==> src/rtl/irq_router_pkg.sv <==
package irq_router_pkg;
  localparam int WORD_W = 32;

  typedef enum logic [2:0] {
    RG_ENABLE = 3'd0,
    RG_PEND   = 3'd1,
    RG_STATUS = 3'd2,
    RG_LMAP   = 3'd3,
    RG_ROUTE  = 3'd4,
    RG_SPARE  = 3'd5
  } region_e;

  // lowest set bit of a byte; zero byte or position >= limit selects 0
  function automatic int unsigned pick_low(input logic [7:0] b, input int unsigned limit);
    int unsigned r;
    r = 0;
    for (int i = 7; i >= 0; i--) if (b[i]) r = i;
    if (r >= limit) r = 0;
    return r;
  endfunction
endpackage

==> src/rtl/irq_cfg_regs.sv <==
module irq_cfg_regs
  import irq_router_pkg::*;
#(
  parameter int NUM_IN    = 64,
  parameter int NUM_CORES = 4,
  parameter int NUM_LINES = 4,
  localparam int WORDS  = NUM_IN / WORD_W,
  localparam int CORE_W = $clog2(NUM_CORES),
  localparam int LINE_W = $clog2(NUM_LINES)
) (
  input  logic                                clk,
  input  logic                                rst_n,
  input  logic                                wr_en,
  input  logic [2:0]                          region,
  input  logic [5:0]                          widx,
  input  logic [WORD_W-1:0]                   wdata,
  output logic [NUM_IN-1:0]                   en_q,
  output logic [NUM_IN-1:0]                   en_d,
  output logic [NUM_IN-1:0][CORE_W-1:0]       route_q,
  output logic [NUM_IN-1:0][CORE_W-1:0]       route_d,
  output logic [WORDS-1:0][LINE_W-1:0]        lmap_q,
  output logic [WORDS-1:0][WORD_W-1:0]        spare_q
);
  localparam int ROUTE_WORDS = NUM_IN / 4;

  always_comb begin
    en_d    = en_q;
    route_d = route_q;
    if (wr_en && region == RG_ENABLE && int'(widx) < WORDS)
      en_d[WORD_W*int'(widx) +: WORD_W] = wdata;
    if (wr_en && region == RG_ROUTE && int'(widx) < ROUTE_WORDS)
      for (int b = 0; b < 4; b++)
        route_d[int'(widx)*4 + b] = CORE_W'(pick_low(wdata[8*b +: 8], NUM_CORES));
  end

  always_ff @(posedge clk) begin
    if (!rst_n) begin
      en_q    <= '0;
      route_q <= '0;
      lmap_q  <= '0;
      spare_q <= '0;
    end else begin
      en_q    <= en_d;
      route_q <= route_d;
      if (wr_en && region == RG_LMAP && widx == 6'd0)
        for (int g = 0; g < WORDS && g < 4; g++)
          lmap_q[g] <= LINE_W'(pick_low(wdata[8*g +: 8], NUM_LINES));
      if (wr_en && region == RG_SPARE && int'(widx) < WORDS)
        spare_q[widx] <= wdata;
    end
  end
endmodule

==> src/rtl/irq_pend_track.sv <==
module irq_pend_track
  import irq_router_pkg::*;
#(
  parameter int NUM_IN    = 64,
  parameter int NUM_CORES = 4,
  localparam int WORDS  = NUM_IN / WORD_W,
  localparam int CORE_W = $clog2(NUM_CORES)
) (
  input  logic                          clk,
  input  logic                          rst_n,
  input  logic [NUM_IN-1:0]             irq_in,
  input  logic [NUM_IN-1:0]             en_q,
  input  logic [NUM_IN-1:0]             en_d,
  input  logic [NUM_IN-1:0][CORE_W-1:0] route_q,
  input  logic [NUM_IN-1:0][CORE_W-1:0] route_d,
  input  logic                          clr_valid,
  input  logic [5:0]                    clr_word,
  input  logic [WORD_W-1:0]             clr_bits,
  input  logic [CORE_W-1:0]             clr_core,
  output logic [NUM_IN-1:0]             pend_q,
  output logic [NUM_IN-1:0]             act_q
);
  logic [NUM_IN-1:0] act_d;

  for (genvar n = 0; n < NUM_IN; n++) begin : g_in
    logic fresh, clr_hit;
    assign fresh   = (irq_in[n] & ~pend_q[n]) | (en_d[n] & ~en_q[n]) |
                     (route_d[n] != route_q[n]);
    assign clr_hit = clr_valid && int'(clr_word) == n / WORD_W &&
                     clr_bits[n % WORD_W] && route_q[n] == clr_core;
    always_comb begin
      if (!(irq_in[n] && en_d[n])) act_d[n] = 1'b0;
      else if (fresh)              act_d[n] = 1'b1;
      else if (clr_hit)            act_d[n] = 1'b0;
      else                         act_d[n] = act_q[n];
    end
  end

  always_ff @(posedge clk) begin
    if (!rst_n) begin
      pend_q <= '0;
      act_q  <= '0;
    end else begin
      pend_q <= irq_in;
      act_q  <= act_d;
    end
  end
endmodule

==> src/rtl/irq_line_agg.sv <==
module irq_line_agg
  import irq_router_pkg::*;
#(
  parameter int NUM_IN    = 64,
  parameter int NUM_CORES = 4,
  parameter int NUM_LINES = 4,
  localparam int WORDS  = NUM_IN / WORD_W,
  localparam int CORE_W = $clog2(NUM_CORES),
  localparam int LINE_W = $clog2(NUM_LINES),
  localparam int OUTS   = NUM_CORES * NUM_LINES
) (
  input  logic                          clk,
  input  logic                          rst_n,
  input  logic [NUM_IN-1:0]             act_q,
  input  logic [NUM_IN-1:0][CORE_W-1:0] route_q,
  input  logic [WORDS-1:0][LINE_W-1:0]  lmap_q,
  output logic [OUTS-1:0]               line_q
);
  logic [OUTS-1:0] line_d;

  always_comb begin
    line_d = '0;
    for (int n = 0; n < NUM_IN; n++)
      if (act_q[n])
        line_d[int'(route_q[n])*NUM_LINES + int'(lmap_q[n/WORD_W])] = 1'b1;
  end

  always_ff @(posedge clk) begin
    if (!rst_n) line_q <= '0;
    else        line_q <= line_d;
  end
endmodule

==> src/rtl/irq_router.sv <==
module irq_router
  import irq_router_pkg::*;
#(
  parameter int NUM_IN    = 64,
  parameter int NUM_CORES = 4,
  parameter int NUM_LINES = 4,
  localparam int WORDS  = NUM_IN / WORD_W,
  localparam int CORE_W = $clog2(NUM_CORES),
  localparam int LINE_W = $clog2(NUM_LINES),
  localparam int OUTS   = NUM_CORES * NUM_LINES
) (
  input  logic                 clk,
  input  logic                 rst_n,
  input  logic [NUM_IN-1:0]    irq_in,
  input  logic                 req_valid,
  input  logic                 req_write,
  input  logic [8:0]           req_waddr,
  input  logic [WORD_W-1:0]    req_wdata,
  input  logic [CORE_W-1:0]    req_core,
  output logic                 resp_valid,
  output logic [WORD_W-1:0]    resp_rdata,
  output logic [OUTS-1:0]      line_out
);
  localparam int ROUTE_WORDS = NUM_IN / 4;

  logic [2:0] region;
  logic [5:0] widx;
  logic       wr_en, rd_en;
  logic [NUM_IN-1:0]             en_q, en_d, pend_q, act_q;
  logic [NUM_IN-1:0][CORE_W-1:0] route_q, route_d;
  logic [WORDS-1:0][LINE_W-1:0]  lmap_q;
  logic [WORDS-1:0][WORD_W-1:0]  spare_q;
  logic [WORD_W-1:0]             rd_word;

  assign region = req_waddr[8:6];
  assign widx   = req_waddr[5:0];
  assign wr_en  = req_valid & req_write;
  assign rd_en  = req_valid & ~req_write;

  irq_cfg_regs #(.NUM_IN(NUM_IN), .NUM_CORES(NUM_CORES), .NUM_LINES(NUM_LINES)) u_cfg (
    .clk(clk), .rst_n(rst_n), .wr_en(wr_en), .region(region), .widx(widx),
    .wdata(req_wdata), .en_q(en_q), .en_d(en_d), .route_q(route_q),
    .route_d(route_d), .lmap_q(lmap_q), .spare_q(spare_q));

  irq_pend_track #(.NUM_IN(NUM_IN), .NUM_CORES(NUM_CORES)) u_trk (
    .clk(clk), .rst_n(rst_n), .irq_in(irq_in), .en_q(en_q), .en_d(en_d),
    .route_q(route_q), .route_d(route_d),
    .clr_valid(wr_en && region == RG_STATUS), .clr_word(widx),
    .clr_bits(req_wdata), .clr_core(req_core),
    .pend_q(pend_q), .act_q(act_q));

  irq_line_agg #(.NUM_IN(NUM_IN), .NUM_CORES(NUM_CORES), .NUM_LINES(NUM_LINES)) u_agg (
    .clk(clk), .rst_n(rst_n), .act_q(act_q), .route_q(route_q),
    .lmap_q(lmap_q), .line_q(line_out));

  always_comb begin
    rd_word = '0;
    case (region)
      RG_ENABLE: if (int'(widx) < WORDS) rd_word = en_q[WORD_W*int'(widx) +: WORD_W];
      RG_PEND:   if (int'(widx) < WORDS) rd_word = pend_q[WORD_W*int'(widx) +: WORD_W];
      RG_STATUS: if (int'(widx) < WORDS)
                   for (int b = 0; b < WORD_W; b++)
                     rd_word[b] = act_q[WORD_W*int'(widx) + b] &&
                                  route_q[WORD_W*int'(widx) + b] == req_core;
      RG_LMAP:   if (widx == 6'd0)
                   for (int g = 0; g < WORDS && g < 4; g++)
                     rd_word[8*g +: 8] = 8'(1) << lmap_q[g];
      RG_ROUTE:  if (int'(widx) < ROUTE_WORDS)
                   for (int b = 0; b < 4; b++)
                     rd_word[8*b +: 8] = 8'(1) << route_q[int'(widx)*4 + b];
      RG_SPARE:  if (int'(widx) < WORDS) rd_word = spare_q[widx];
      default:   rd_word = '0;
    endcase
  end

  always_ff @(posedge clk) begin
    if (!rst_n) begin
      resp_valid <= 1'b0;
      resp_rdata <= '0;
    end else begin
      resp_valid <= rd_en;
      resp_rdata <= rd_en ? rd_word : '0;
    end
  end
endmodule

==> config.mk <==
export PLATFORM = sky130hd
export DESIGN_NAME = irq_router
export DESIGN_NICKNAME = d
export VERILOG_FILES = /design/src/rtl/irq_router_pkg.sv /design/src/rtl/irq_cfg_regs.sv /design/src/rtl/irq_pend_track.sv /design/src/rtl/irq_line_agg.sv /design/src/rtl/irq_router.sv
export SDC_FILE = /design/constraint.sdc
export NUM_CORES = 2
export LEC_CHECK = 0
export CAP_MARGIN = 20
export CORE_ASPECT_RATIO = 1.5
export CORE_UTILIZATION = 66
export DETAILED_ROUTE_END_ITERATION = 7
export GPL_TIMING_DRIVEN = 0
export PLACE_DENSITY = 0.87
export SLEW_MARGIN = 20
export SYNTH_ARGS = -nofsm -noshare
export SYNTH_HDL_FRONTEND = slang
export SYNTH_SLANG_ARGS = --single-unit
==> constraint.sdc <==
create_clock -name clk -period 12.2 [get_ports clk]
set_input_delay 3.05 -clock clk [delete_from_list [all_inputs] [get_ports clk]]
set_output_delay 3.05 -clock clk [all_outputs]
set_load 0.05 [all_outputs]
==> flow_summary.ini, run 1 <==
[outcome]
status = did not finish
lastStage = global routing
error = [ERROR GRT-0116] Global routing finished with congestion. Check the congestion regions in the DRC Viewer.

[clock_tree]
cts_root_buf = clkbuf_16
hold_buffers = 0
cts.sinks = 437
cts_made_buffers = 42
clock_path_buffers = 3
htreeDepth = 2
cts_setup_buffers = 0
ctsResizeCount = 0

[logic_synthesis]
avgSynthCellArea_um2 = 8.26
ys_ff_latch = 437
synth_top_area_frac = 0.310
ys_top_cells_by_count = nand2_1, dfxtp_1, mux2i_1
synth_warnings = 0
netlist.top_cell.by_area = dfxtp_1
synthArstFlopShare = 0
ys_seq_area_frac = 0.310
synth.net_count = 3537
synth_cell_types = 64
yosys.cell_count.top_type = nand2_1
ys.flop_type = dfxtp_1
postSynthCellCount = 3421
synth_area_leaders = dfxtp_1, mux2i_1, nand2_1
synth-edff-count = 0
mappedNetlistArea_um2 = 28200

[grt]
grt_pass1_vias = 35100
grt_pass1_wl_um = 247000
grt.overflow.total = 485
grtUsageTotal = 0.764
grt_max_degree = 16

[placed_design]
pre_cts_ws_ps = 4080
numPlacedInstances = 4137
numPortBuffers = 148
place_congestion = 1.57
dp_hpwl_um = 106000

[floorplanning]
io_pins = 160
start_util = 0.670
fp.dieW_um = 171
rows = 92
die_h_um = 255
[per-layer routing]
metal / track usage / overflow
met4: 0.717 / 159
met1: 0.774 / 22
met3: 0.637 / 34
met5: 0.389 / 8
met2: 0.905 / 262
[stage by stage]
step	instance area, um2	utilization
after floorplan	28200	-
after global placement	30400	0.722
after detailed placement	30500	0.724
after CTS	32000	0.760
[logic make-up after synthesis]
family / synth area share
muxes: 0.173
AOI/OAI and AO/OA: 0.177
and+or+nand+nor: 0.209
adders and majority gates: 0.00221
buffers and inverters: 0.0687
xor gates and xnor gates: 0.0604
DFF: 0.310
==> run 2: changes to the inputs <==
--- a/config.mk
+++ b/config.mk
@@ -6,11 +6,10 @@
 export NUM_CORES = 2
 export LEC_CHECK = 0
 export CAP_MARGIN = 20
-export CORE_ASPECT_RATIO = 1.5
-export CORE_UTILIZATION = 66
+export CORE_UTILIZATION = 40
 export DETAILED_ROUTE_END_ITERATION = 7
 export GPL_TIMING_DRIVEN = 0
-export PLACE_DENSITY = 0.87
+export PLACE_DENSITY_LB_ADDON = 0.15
 export SLEW_MARGIN = 20
 export SYNTH_ARGS = -nofsm -noshare
 export SYNTH_HDL_FRONTEND = slang
==> run 2 against run 1 <==
Compared with the run above:
- the flow now finishes without violations
- area after synthesis is the same
- synthesized cell count did not move
==> flow_summary.ini, run 2 <==
[outcome]
status = complete, no violations

[logic_synthesis]
netlist.top_cell.by_area = dfxtp_1
synth-edff-count = 0
postSynthCellCount = 3421
synth.net_count = 3537
synthArstFlopShare = 0
synth_cell_types = 64
synth_warnings = 0
avgSynthCellArea_um2 = 8.26
yosys.cell_count.top_type = nand2_1
ys_ff_latch = 437
mappedNetlistArea_um2 = 28200
ys.flop_type = dfxtp_1
ys_top_cells_by_count = nand2_1, dfxtp_1, mux2i_1
ys_seq_area_frac = 0.310
synth_area_leaders = dfxtp_1, mux2i_1, nand2_1
synth_top_area_frac = 0.310

[routing]
vias_per_cell = 6.51
first_iter_violations = 4282
routed_wl_um = 176000
highest_layer = met5
m1WireLength_um = 68900
route.detailed.drc = 0
antenna_left = 0
dr_wl_met2_um = 72100
vias = 30000
met3_length_um = 22200
wl_per_cell_um = 38.2
drt_pass1_iterations = 5

[clock_tree]
cts_setup_buffers = 0
clock_latency_ps = 620
cts_tree = done
hold_buffers = 0
cts.sinks = 437
clock_path_buffers = 3
ctsResizeCount = 0
cts_made_buffers = 48
htreeDepth = 2
cts_root_buf = clkbuf_16
clk_pin_slew_ps = 60

[finish]
stdcell_area_um2 = 32700
nets = 3743
multi_input_area_um2 = 17600
register_area_um2 = 8750
largest_reg_flops = 128
largest-register = u_cfg.route_q
drive_gt1_frac = 0.0812
finalNonFillerCells = 4611
final_cell_mix = nand2_1, dfxtp_1, mux2i_1
mostFrequentLayoutCell = nand2_1
final_core_util = 0.467
num-fill-cells = 7206
syn_to_final_growth_pct = 15.7

[timing]
fmaxAchievable_mhz = 117
fin_crit_ps = 8580
post-route-period-util = 0.703
finalWorstSetupSlack_ps = 3620
fin_skew_ps = 20.2
hold_slack_ps = 449
final_hold_viol_count = 0
setup_viol = 0
rsz0062_at_grt = no
tightest_slew_ps = 1310
final.setup.tns_ps = 0
finalMaxSlewViolations = 0
max-slew-margin-rel = 0.122

[floorplanning]
core_um2 = 69900
dieArea_um2 = 71700
die_h_um = 268
start_util = 0.404
fp.dieW_um = 268
rows = 97
io_pins = 160

[placed_design]
pre_cts_ws_ps = 3480
numPortBuffers = 148
numPlacedInstances = 4515
placed_area_um2 = 31000
dp_hpwl_um = 138000
place_congestion = 1.08

[critical_path]
worstPathRequired_ps = 12660
path_cells = clkdlybuf4s50_1 > buf_2 > buf_6 > inv_1 > clkbuf_1 > clkbuf_1 > ha_1 > buf_2 > xor2_2 > clkbuf_1 > nor2_1 > mux2i_1 > a211oi_1
cpMostUsedCell = clkbuf_1
worstPathArrival_ps = 9040
cp_slowest_cell = clkbuf_1
r2r_slack_ps = 8750
endpoint_kind = register
worstPathMaxFanout = 11
critPathBufInv = 8
crit_family = buffers and inverters
slowest_delay_ps = 980
cp-start-kind = primary input
worstSetupPathType = primary input to register

[power]
worst_ir_drop_vdd_mv = 0.119
power_density_nw_per_um2 = 103
total_power_mw = 3.38
p_leak_nw = 11.3

[grt]
grt_pass1_wl_um = 234000
grtUsageTotal = 0.480
grt_max_degree = 14
grt_pass1_vias = 27400
grt.overflow.total = 0
antenna_found_initial = 12

[hold_path]
min_path_type = register to register

[flow_run]
drv_cap = 0
-- run 2: cell counts after synthesis --
Identical to the previous run, type by type.
-- run 2: report_power, final --
group	switching [mW]	internal (mW)
Sequential	0.00853	1.44
Combinational	0.275	0.129
Clock	0.652	0.876
Total	0.935	2.44
-- run 2: cells by family after synthesis --
| family | after synthesis | synth area share |
|---|---|---|
| xor gates and xnor gates | 194 | 0.0604 |
| and+or+nand+nor | 1177 | 0.209 |
| buffers and inverters | 481 | 0.0687 |
| AOI/OAI and AO/OA | 693 | 0.177 |
| DFF | 437 | 0.310 |
| adders and majority gates | 5 | 0.00221 |
| muxes | 434 | 0.173 |
-- run 2: worst register-to-register path: stages, from the launching register on --
cell and delay, ps:
dfxtp_1 510, nand3_1 400, nand4_1 510, or4_1 650, or4_1 870, a22oi_1 320
nor2b_1 70
-- run 2: worst paths after layout --
kind | start | endpoint | depth (start not counted)
setup / recovery | req_waddr[0] | u_trk.act_q[56]$_SDFFE_PN0P_ | 13
setup reg to reg | u_trk.act_q[16]$_SDFFE_PN0P_ | u_agg.line_q[14]$_SDFF_PN0_ | 6
hold reg to reg | u_cfg.spare_q[10]$_SDFFE_PN0P_ | u_cfg.spare_q[10]$_SDFFE_PN0P_ | 2
hold / removal | u_cfg.spare_q[10]$_SDFFE_PN0P_ | u_cfg.spare_q[10]$_SDFFE_PN0P_ | 2
-- run 2: layer usage --
layer	up-vias	GRT usage
li1	12600	-
met1	14700	0.611
met2	2150	0.694
met3	571	0.161
met4	10	0.299
met5	-	0
-- run 2: area by class of cell --
| type | instances | area share |
|---|---|---|
| well taps | 940 | 0.0360 |
| multi-input cells | 2503 | 0.539 |
| diodes | 12 | 0.000919 |
| flip-flops and latches | 437 | 0.268 |
| repair buffers | 156 | 0.0474 |
| clock buffers | 65 | 0.0421 |
| clock inverters | 17 | 0.00720 |
| plain buffers | 363 | 0.0461 |
| inverters | 118 | 0.0136 |
Note: power is estimated with default switching activity, not from simulation.
